<file path="src/rtl/ramp_pkg.sv">
package ramp_pkg;

  typedef enum logic [1:0] {
    MODE_14   = 2'd0,
    MODE_28   = 2'd1,
    MODE_128  = 2'd2,
    MODE_128B = 2'd3
  } stepMode_e;

  typedef enum logic [1:0] {
    DIR_HOLD = 2'd0,
    DIR_UP   = 2'd1,
    DIR_DOWN = 2'd2
  } rampDir_e;

  typedef struct packed {
    logic stepUp;
    logic stepDown;
    logic snap;
  } rampStrobe_t;

endpackage

</file>
<file path="src/rtl/ramp_rate_merge.sv">
module ramp_rate_merge #(
  parameter int RATE_W = 8
) (
  input  logic [RATE_W-1:0] base,
  input  logic [RATE_W-1:0] offset,
  input  logic              enable,
  output logic [RATE_W-1:0] rate
);
  localparam int MAG_W = RATE_W - 1;
  localparam int SUM_W = RATE_W + 2;
  localparam logic signed [SUM_W-1:0] RATE_MAX = SUM_W'((1 << RATE_W) - 1);

  logic signed [SUM_W-1:0] baseExt;
  logic signed [SUM_W-1:0] magExt;
  logic signed [SUM_W-1:0] sum;

  always_comb begin
    baseExt = $signed({2'b00, base});
    magExt  = $signed({3'b000, offset[MAG_W-1:0]});
    if (!enable)
      sum = baseExt;
    else if (offset[RATE_W-1])
      sum = baseExt - magExt;
    else
      sum = baseExt + magExt;
    if (sum < 0)
      rate = '0;
    else if (sum > RATE_MAX)
      rate = '1;
    else
      rate = sum[RATE_W-1:0];
  end
endmodule

</file>
<file path="src/rtl/ramp_ctrl.sv">
module ramp_ctrl
  import ramp_pkg::*;
#(
  parameter int LVL_W  = 7,
  parameter int RATE_W = 8
) (
  input  logic              clk,
  input  logic              rstN,
  input  logic              tick,
  input  logic [LVL_W-1:0]  targetFine,
  input  logic [LVL_W-1:0]  level,
  input  logic [RATE_W-1:0] accelRate,
  input  logic [RATE_W-1:0] brakeRate,
  output rampStrobe_t       strobe
);
  rampDir_e          dir;
  rampDir_e          lastDir;
  logic [RATE_W-1:0] rateSel;
  logic [RATE_W-1:0] tickCnt;
  logic              cntDone;

  always_comb begin
    if (targetFine > level)      dir = DIR_UP;
    else if (targetFine < level) dir = DIR_DOWN;
    else                         dir = DIR_HOLD;
    rateSel = (dir == DIR_UP) ? accelRate : brakeRate;
    cntDone = ({1'b0, tickCnt} + 1'b1) >= {1'b0, rateSel};
  end

  always_comb begin
    strobe = '0;
    if (dir != DIR_HOLD) begin
      if (rateSel == '0)
        strobe.snap = 1'b1;
      else if (tick && (dir == lastDir) && cntDone) begin
        strobe.stepUp   = (dir == DIR_UP);
        strobe.stepDown = (dir == DIR_DOWN);
      end
    end
  end

  always_ff @(posedge clk) begin
    if (!rstN) begin
      lastDir <= DIR_HOLD;
      tickCnt <= '0;
    end else begin
      lastDir <= dir;
      if ((dir != lastDir) || (dir == DIR_HOLD))
        tickCnt <= '0;
      else if (tick)
        tickCnt <= cntDone ? '0 : tickCnt + 1'b1;
    end
  end

  // at most one strobe at a time
  p_onehot_strobe_r10: assert property (@(posedge clk) disable iff (!rstN)
    $onehot0({strobe.stepUp, strobe.stepDown, strobe.snap}));

  // paced steps only happen on a tick
  p_step_on_tick_r10: assert property (@(posedge clk) disable iff (!rstN)
    (strobe.stepUp || strobe.stepDown) |-> tick);

  // a change of direction restarts the count
  p_restart_on_turn_r9: assert property (@(posedge clk) disable iff (!rstN)
    (dir != lastDir) |=> (tickCnt == '0));

  // no paced step in the cycle the direction changes
  p_no_step_on_turn_r9: assert property (@(posedge clk) disable iff (!rstN)
    (dir != lastDir) |-> !(strobe.stepUp || strobe.stepDown));
endmodule

</file>
<file path="src/rtl/ramp_datapath.sv">
module ramp_datapath
  import ramp_pkg::*;
#(
  parameter int STEP_W      = 8,
  parameter int LVL_W       = 7,
  parameter int DUTY_W      = 8,
  parameter int TOP_14      = 14,
  parameter int TOP_28      = 28,
  parameter int TOP_128     = 126,
  parameter int FINE_14     = 8,
  parameter int FINE_28     = 4,
  parameter int CURVE_SHIFT = 1
) (
  input  logic              clk,
  input  logic              rstN,
  input  logic [1:0]        stepMode,
  input  logic [STEP_W-1:0] targetStep,
  input  logic [DUTY_W-1:0] startLevel,
  input  rampStrobe_t       strobe,
  output logic [LVL_W-1:0]  targetFine,
  output logic [LVL_W-1:0]  level,
  output logic [DUTY_W-1:0] duty
);
  localparam int SUM_W = DUTY_W + 2;
  localparam logic [SUM_W-1:0] DUTY_MAX = SUM_W'((1 << DUTY_W) - 1);

  logic [STEP_W-1:0] capped;
  logic [SUM_W-1:0]  dutySum;

  always_comb begin
    capped     = targetStep;
    targetFine = '0;
    case (stepMode_e'(stepMode))
      MODE_14: begin
        if (targetStep > STEP_W'(TOP_14)) capped = STEP_W'(TOP_14);
        targetFine = LVL_W'(capped) * LVL_W'(FINE_14);
      end
      MODE_28: begin
        if (targetStep > STEP_W'(TOP_28)) capped = STEP_W'(TOP_28);
        targetFine = LVL_W'(capped) * LVL_W'(FINE_28);
      end
      default: begin
        if (targetStep > STEP_W'(TOP_128)) capped = STEP_W'(TOP_128);
        targetFine = LVL_W'(capped);
      end
    endcase
  end

  always_ff @(posedge clk) begin
    if (!rstN)
      level <= '0;
    else if (strobe.snap)
      level <= targetFine;
    else if (strobe.stepUp)
      level <= level + 1'b1;
    else if (strobe.stepDown)
      level <= level - 1'b1;
  end

  always_comb begin
    dutySum = SUM_W'(startLevel) + (SUM_W'(level) << CURVE_SHIFT);
    if (targetStep == '0)
      duty = '0;
    else if (dutySum > DUTY_MAX)
      duty = '1;
    else
      duty = dutySum[DUTY_W-1:0];
  end

  // an upward step never starts at or past the target
  p_no_overshoot_r3: assert property (@(posedge clk) disable iff (!rstN)
    strobe.stepUp |-> (level < targetFine));

  // a snap lands exactly on the fine target
  p_snap_lands_r7: assert property (@(posedge clk) disable iff (!rstN)
    strobe.snap |=> (level == $past(targetFine)));

  // without a snap the level moves by one unit at most
  p_single_unit_r10: assert property (@(posedge clk) disable iff (!rstN)
    !strobe.snap |=> ((int'(level) - int'($past(level)) <= 1) &&
                      (int'($past(level)) - int'(level) <= 1)));

  // a running duty never drops below the start level
  p_duty_floor_r8: assert property (@(posedge clk) disable iff (!rstN)
    (targetStep != '0) |-> (duty >= startLevel));
endmodule

</file>
<file path="src/rtl/speed_ramp.sv">
module speed_ramp
  import ramp_pkg::*;
#(
  parameter int STEP_W = 8,
  parameter int LVL_W  = 7,
  parameter int RATE_W = 8,
  parameter int DUTY_W = 8
) (
  input  logic              clk,
  input  logic              rstN,
  input  logic              tick,
  input  logic [1:0]        stepMode,
  input  logic [STEP_W-1:0] targetStep,
  input  logic [RATE_W-1:0] accelBase,
  input  logic [RATE_W-1:0] brakeBase,
  input  logic [RATE_W-1:0] accelOffset,
  input  logic [RATE_W-1:0] brakeOffset,
  input  logic              consistOn,
  input  logic [DUTY_W-1:0] startLevel,
  output logic [LVL_W-1:0]  speedLevel,
  output logic [DUTY_W-1:0] duty
);
  logic [RATE_W-1:0] accelRate;
  logic [RATE_W-1:0] brakeRate;
  logic [LVL_W-1:0]  targetFine;
  rampStrobe_t       strobe;

  ramp_rate_merge #(.RATE_W(RATE_W)) u_accelMerge (
    .base(accelBase), .offset(accelOffset), .enable(consistOn), .rate(accelRate)
  );

  ramp_rate_merge #(.RATE_W(RATE_W)) u_brakeMerge (
    .base(brakeBase), .offset(brakeOffset), .enable(consistOn), .rate(brakeRate)
  );

  ramp_ctrl #(.LVL_W(LVL_W), .RATE_W(RATE_W)) u_ctrl (
    .clk(clk), .rstN(rstN), .tick(tick),
    .targetFine(targetFine), .level(speedLevel),
    .accelRate(accelRate), .brakeRate(brakeRate),
    .strobe(strobe)
  );

  ramp_datapath #(.STEP_W(STEP_W), .LVL_W(LVL_W), .DUTY_W(DUTY_W)) u_data (
    .clk(clk), .rstN(rstN), .stepMode(stepMode), .targetStep(targetStep),
    .startLevel(startLevel), .strobe(strobe),
    .targetFine(targetFine), .level(speedLevel), .duty(duty)
  );
endmodule

</file>
<file path="config.mk">
export PLATFORM = sky130hd
export DESIGN_NAME = speed_ramp
export DESIGN_NICKNAME = d
export VERILOG_FILES = /design/src/rtl/ramp_pkg.sv /design/src/rtl/ramp_rate_merge.sv /design/src/rtl/ramp_ctrl.sv /design/src/rtl/ramp_datapath.sv /design/src/rtl/speed_ramp.sv
export SDC_FILE = /design/constraint.sdc
export NUM_CORES = 1
export LEC_CHECK = 0
export BUFFER_PORTS_ARGS = -buffer_cell sky130_fd_sc_hd__buf_2
export CAP_MARGIN = 20
export CORE_MARGIN = 3
export CORE_UTILIZATION = 50
export CTS_CLUSTER_DIAMETER = 50
export CTS_CLUSTER_SIZE = 10
export DETAILED_ROUTE_END_ITERATION = 16
export PLACE_DENSITY = 0.73
export SLEW_MARGIN = 30
export SYNTH_ARGS = -nofsm -noshare
export SYNTH_HDL_FRONTEND = slang
export SYNTH_SLANG_ARGS = --single-unit
</file>
<file path="constraint.sdc">
create_clock -name clk -period 9.2 [get_ports clk]
set_clock_uncertainty 0.2 [all_clocks]
set_input_delay 1.84 -clock clk [delete_from_list [all_inputs] [get_ports clk]]
set_output_delay 1.84 -clock clk [all_outputs]
set_load 0.01 [all_outputs]
</file>
==> flow_summary.yaml <==
run_status:
  status: "finished, final reports clean"
placement:
  place_congestion: 0.9207
  numPortBuffers: 68
  dpl.hpwl_mm: 7.662
  preCtsSetupSlack_ps: 1264
drt:
  routed_via_density: 5.924
  remaining_drc_errors: 0
  antenna_left: 0
  num_vias: 3839
  wl_per_cell_um: 14.47
  routed_wl_mm: 9.375
  drtIter0Drc: 163
  drt-pass1-iter-count: 5
global_routing:
  grt_pass1_wl_mm: 15.95
  overflow: 0
  grt_max_degree: 32
  grt_pass1_vias: 3550
  track_usage_pct: 22.22
  antenna_found_initial: 0
min_path:
  hold_class: "flip-flop to flip-flop"
  min-delay-start: "u_ctrl.tickCnt[4]"
critical_path:
  crit_fanout: 11
  crit_top_cell: "a21oi_1"
  cpPeakStageDelay_ps: 520
  arrival_ps: 7680
  crit_start: "targetStep[7]"
  r2r_start: "u_data.level[1]"
  cp_slowest_cell: "nor4_1"
  crit_path_end_kind: "flip-flop"
  cp-start-kind: "input pin"
  cp.required_ps: 9160
  critPathKind: "input pin to flip-flop"
floorplan:
  die_area_mm2: 0.008388
  initial_core_util_pct: 52.74
  chipHeight_um: 91.59
  rows: 30
  core_area_mm2: 0.006944
  die_x_um: 91.59
  ioPinCount: 69
pwr:
  power.density_mw_per_mm2: 78.32
  ir_drop_mv: 0.04712
  p_leak_uw: 0.001951
finish:
  final_core_util_pct: 59.14
  diodes: 0
  synthToLayoutAreaGrowth_pct: 12.13
  fillCellCount: 691
  multi_input_area_mm2: 0.003058
  final_layout_size_suffix_gt1_share_pct: 15.94
  seqCellArea_um2: 340.3
  final_nets: 671
synthesis:
  ys_seq_area_share_pct: 9.293
  async_reset_ff_share_pct: 0
  yosysWarningCount: 0
  yosysMostFrequentCell: "ha_1"
  synth.avg_cell_area_um2: 7.444
  yosysTopAreaCell: "ha_1"
  syn-cell-area_mm2: 0.003662
  synth_top_flop_cell: "dfxtp_1"
  synth_top_area_share_pct: 19.82
  syn_inst: 492
  synth_cell_types: 68
  ys_ff_latch: 17
  synthesis.nets: 610
  synth_area_leaders: "ha_1 20%, dfxtp_1 9.3%, a21oi_1 7.2%"
  synth_edf_count: 0
  synthTopCellsByCount: "58 x ha_1, 53 x a21oi_1, 48 x inv_1"
sta:
  tns_ps: 0
  setup_viol: 0
  tightest_slew_ps: 784.3
  min_period_over_period_pct: 83.90
  min_period_ps: 7718
  rsz0062_at_grt: "no"
  worst_hold_slack_ps: 302.3
  drv_slew: 0
  fmax_mhz: 129.6
  setup_ws_ps: 1482
  timing.slew.headroom_pct: 47.28
  finalHoldViolCount: 0
clock_tree:
  ctsHoldBuffers: 0
  root_buffer: "clkbuf_8"
  cts_setup_buffers: 0
  h-tree-depth: 1
  clkSlewWorstSetupHoldPaths_ps: 80
  clock_latency_ps: 270
  clock_path_buffers: 2
  cts_buffers: 3
  cts_resized: 0
  cts_tree: "done"
  cts_sinks: 17
run:
  maxCapViolCount: 0
[per-layer routing]
metal	track usage [%]	wire, um	part of all wire, %	up-vias
li1	-	-	-	1933
met3	2.486	463	4.9	5
met5	0	0	0	-
met1	30.14	4320	46	1781
met2	38.22	4530	48	120
met4	3.643	60	0.64	0
[placed cells by master, fill, tap and decap left out, types with 8 or more instances in the layout]
| cell | count |
|---|---|
| a211oi_1 | 11 |
| a21o_1 | 11 |
| a21oi_1 | 53 |
| buf_2 | 68 |
| dfxtp_1 | 17 |
| ha_1 | 58 |
| inv_1 | 48 |
| nand2_1 | 25 |
| nand3_1 | 15 |
| nand3b_1 | 9 |
| nor2_1 | 41 |
| nor2b_1 | 11 |
| nor3_1 | 15 |
| o21ai_0 | 28 |
| o21bai_1 | 8 |
| xnor2_1 | 13 |
| xor2_1 | 8 |
[power breakdown]
part	switching [uW]	total (uW)	internal (uW)
sequential	2.00	77.3	75.3
combinational	107	184	77.3
clock	29.8	60.5	30.6
total	138	322	183
[worst paths after layout]
kind | to | slack [ps] | cells after the start
hold reg to reg | u_ctrl.tickCnt[4] | 300 | 2
hold / removal | u_ctrl.tickCnt[4] | 300 | 2
setup / recovery | u_data.level[6] | 1480 | 30
setup reg to reg | u_data.level[6] | 3300 | 27
[through the flow]
step           cells  area [um2]  total power (uW)
2_1_floorplan    492        3662             211.2
3_3_place_gp     644        4058             257.5
3_5_place_dp     644        4058             260.7
4_1_cts          648        4106             322.2
5_1_grt          648        4106             350.4
6_report         648        4106             321.6
[cells by family after synthesis]
logic type | synth area share [%]
adders and majority gates | 23.10
and+or+nand+nor | 22.31
buffers and inverters | 7.208
AOI/OAI and AO/OA | 31.43
DFF | 9.293
muxes | 1.640
xor gates and xnor gates | 5.022
[registers in the layout, indices dropped and copies added (netlist names)]
signal	count
u_ctrl.lastDir	2
u_ctrl.tickCnt	8
u_data.level	7
[critical path, delay by kind of cell]
family,cells,cell delay [ps]
simple gates,8,1340
xor+xnor,2,240
buf+inv,3,390
compound gates,14,2830
fa+ha+maj,3,1050
[layout make-up]
| type | instances | share of cell area [%] |
|---|---|---|
| Inverter | 49 | 4.479 |
| Sequential cell | 17 | 8.288 |
| Clock buffer | 3 | 1.005 |
| Multi-Input combinational cell | 412 | 74.47 |
| Tap cell | 96 | 2.925 |
| Clock inverter | 1 | 0.1828 |
| Timing Repair Buffer | 70 | 8.653 |
Note: power is estimated with default switching activity, not from simulation.
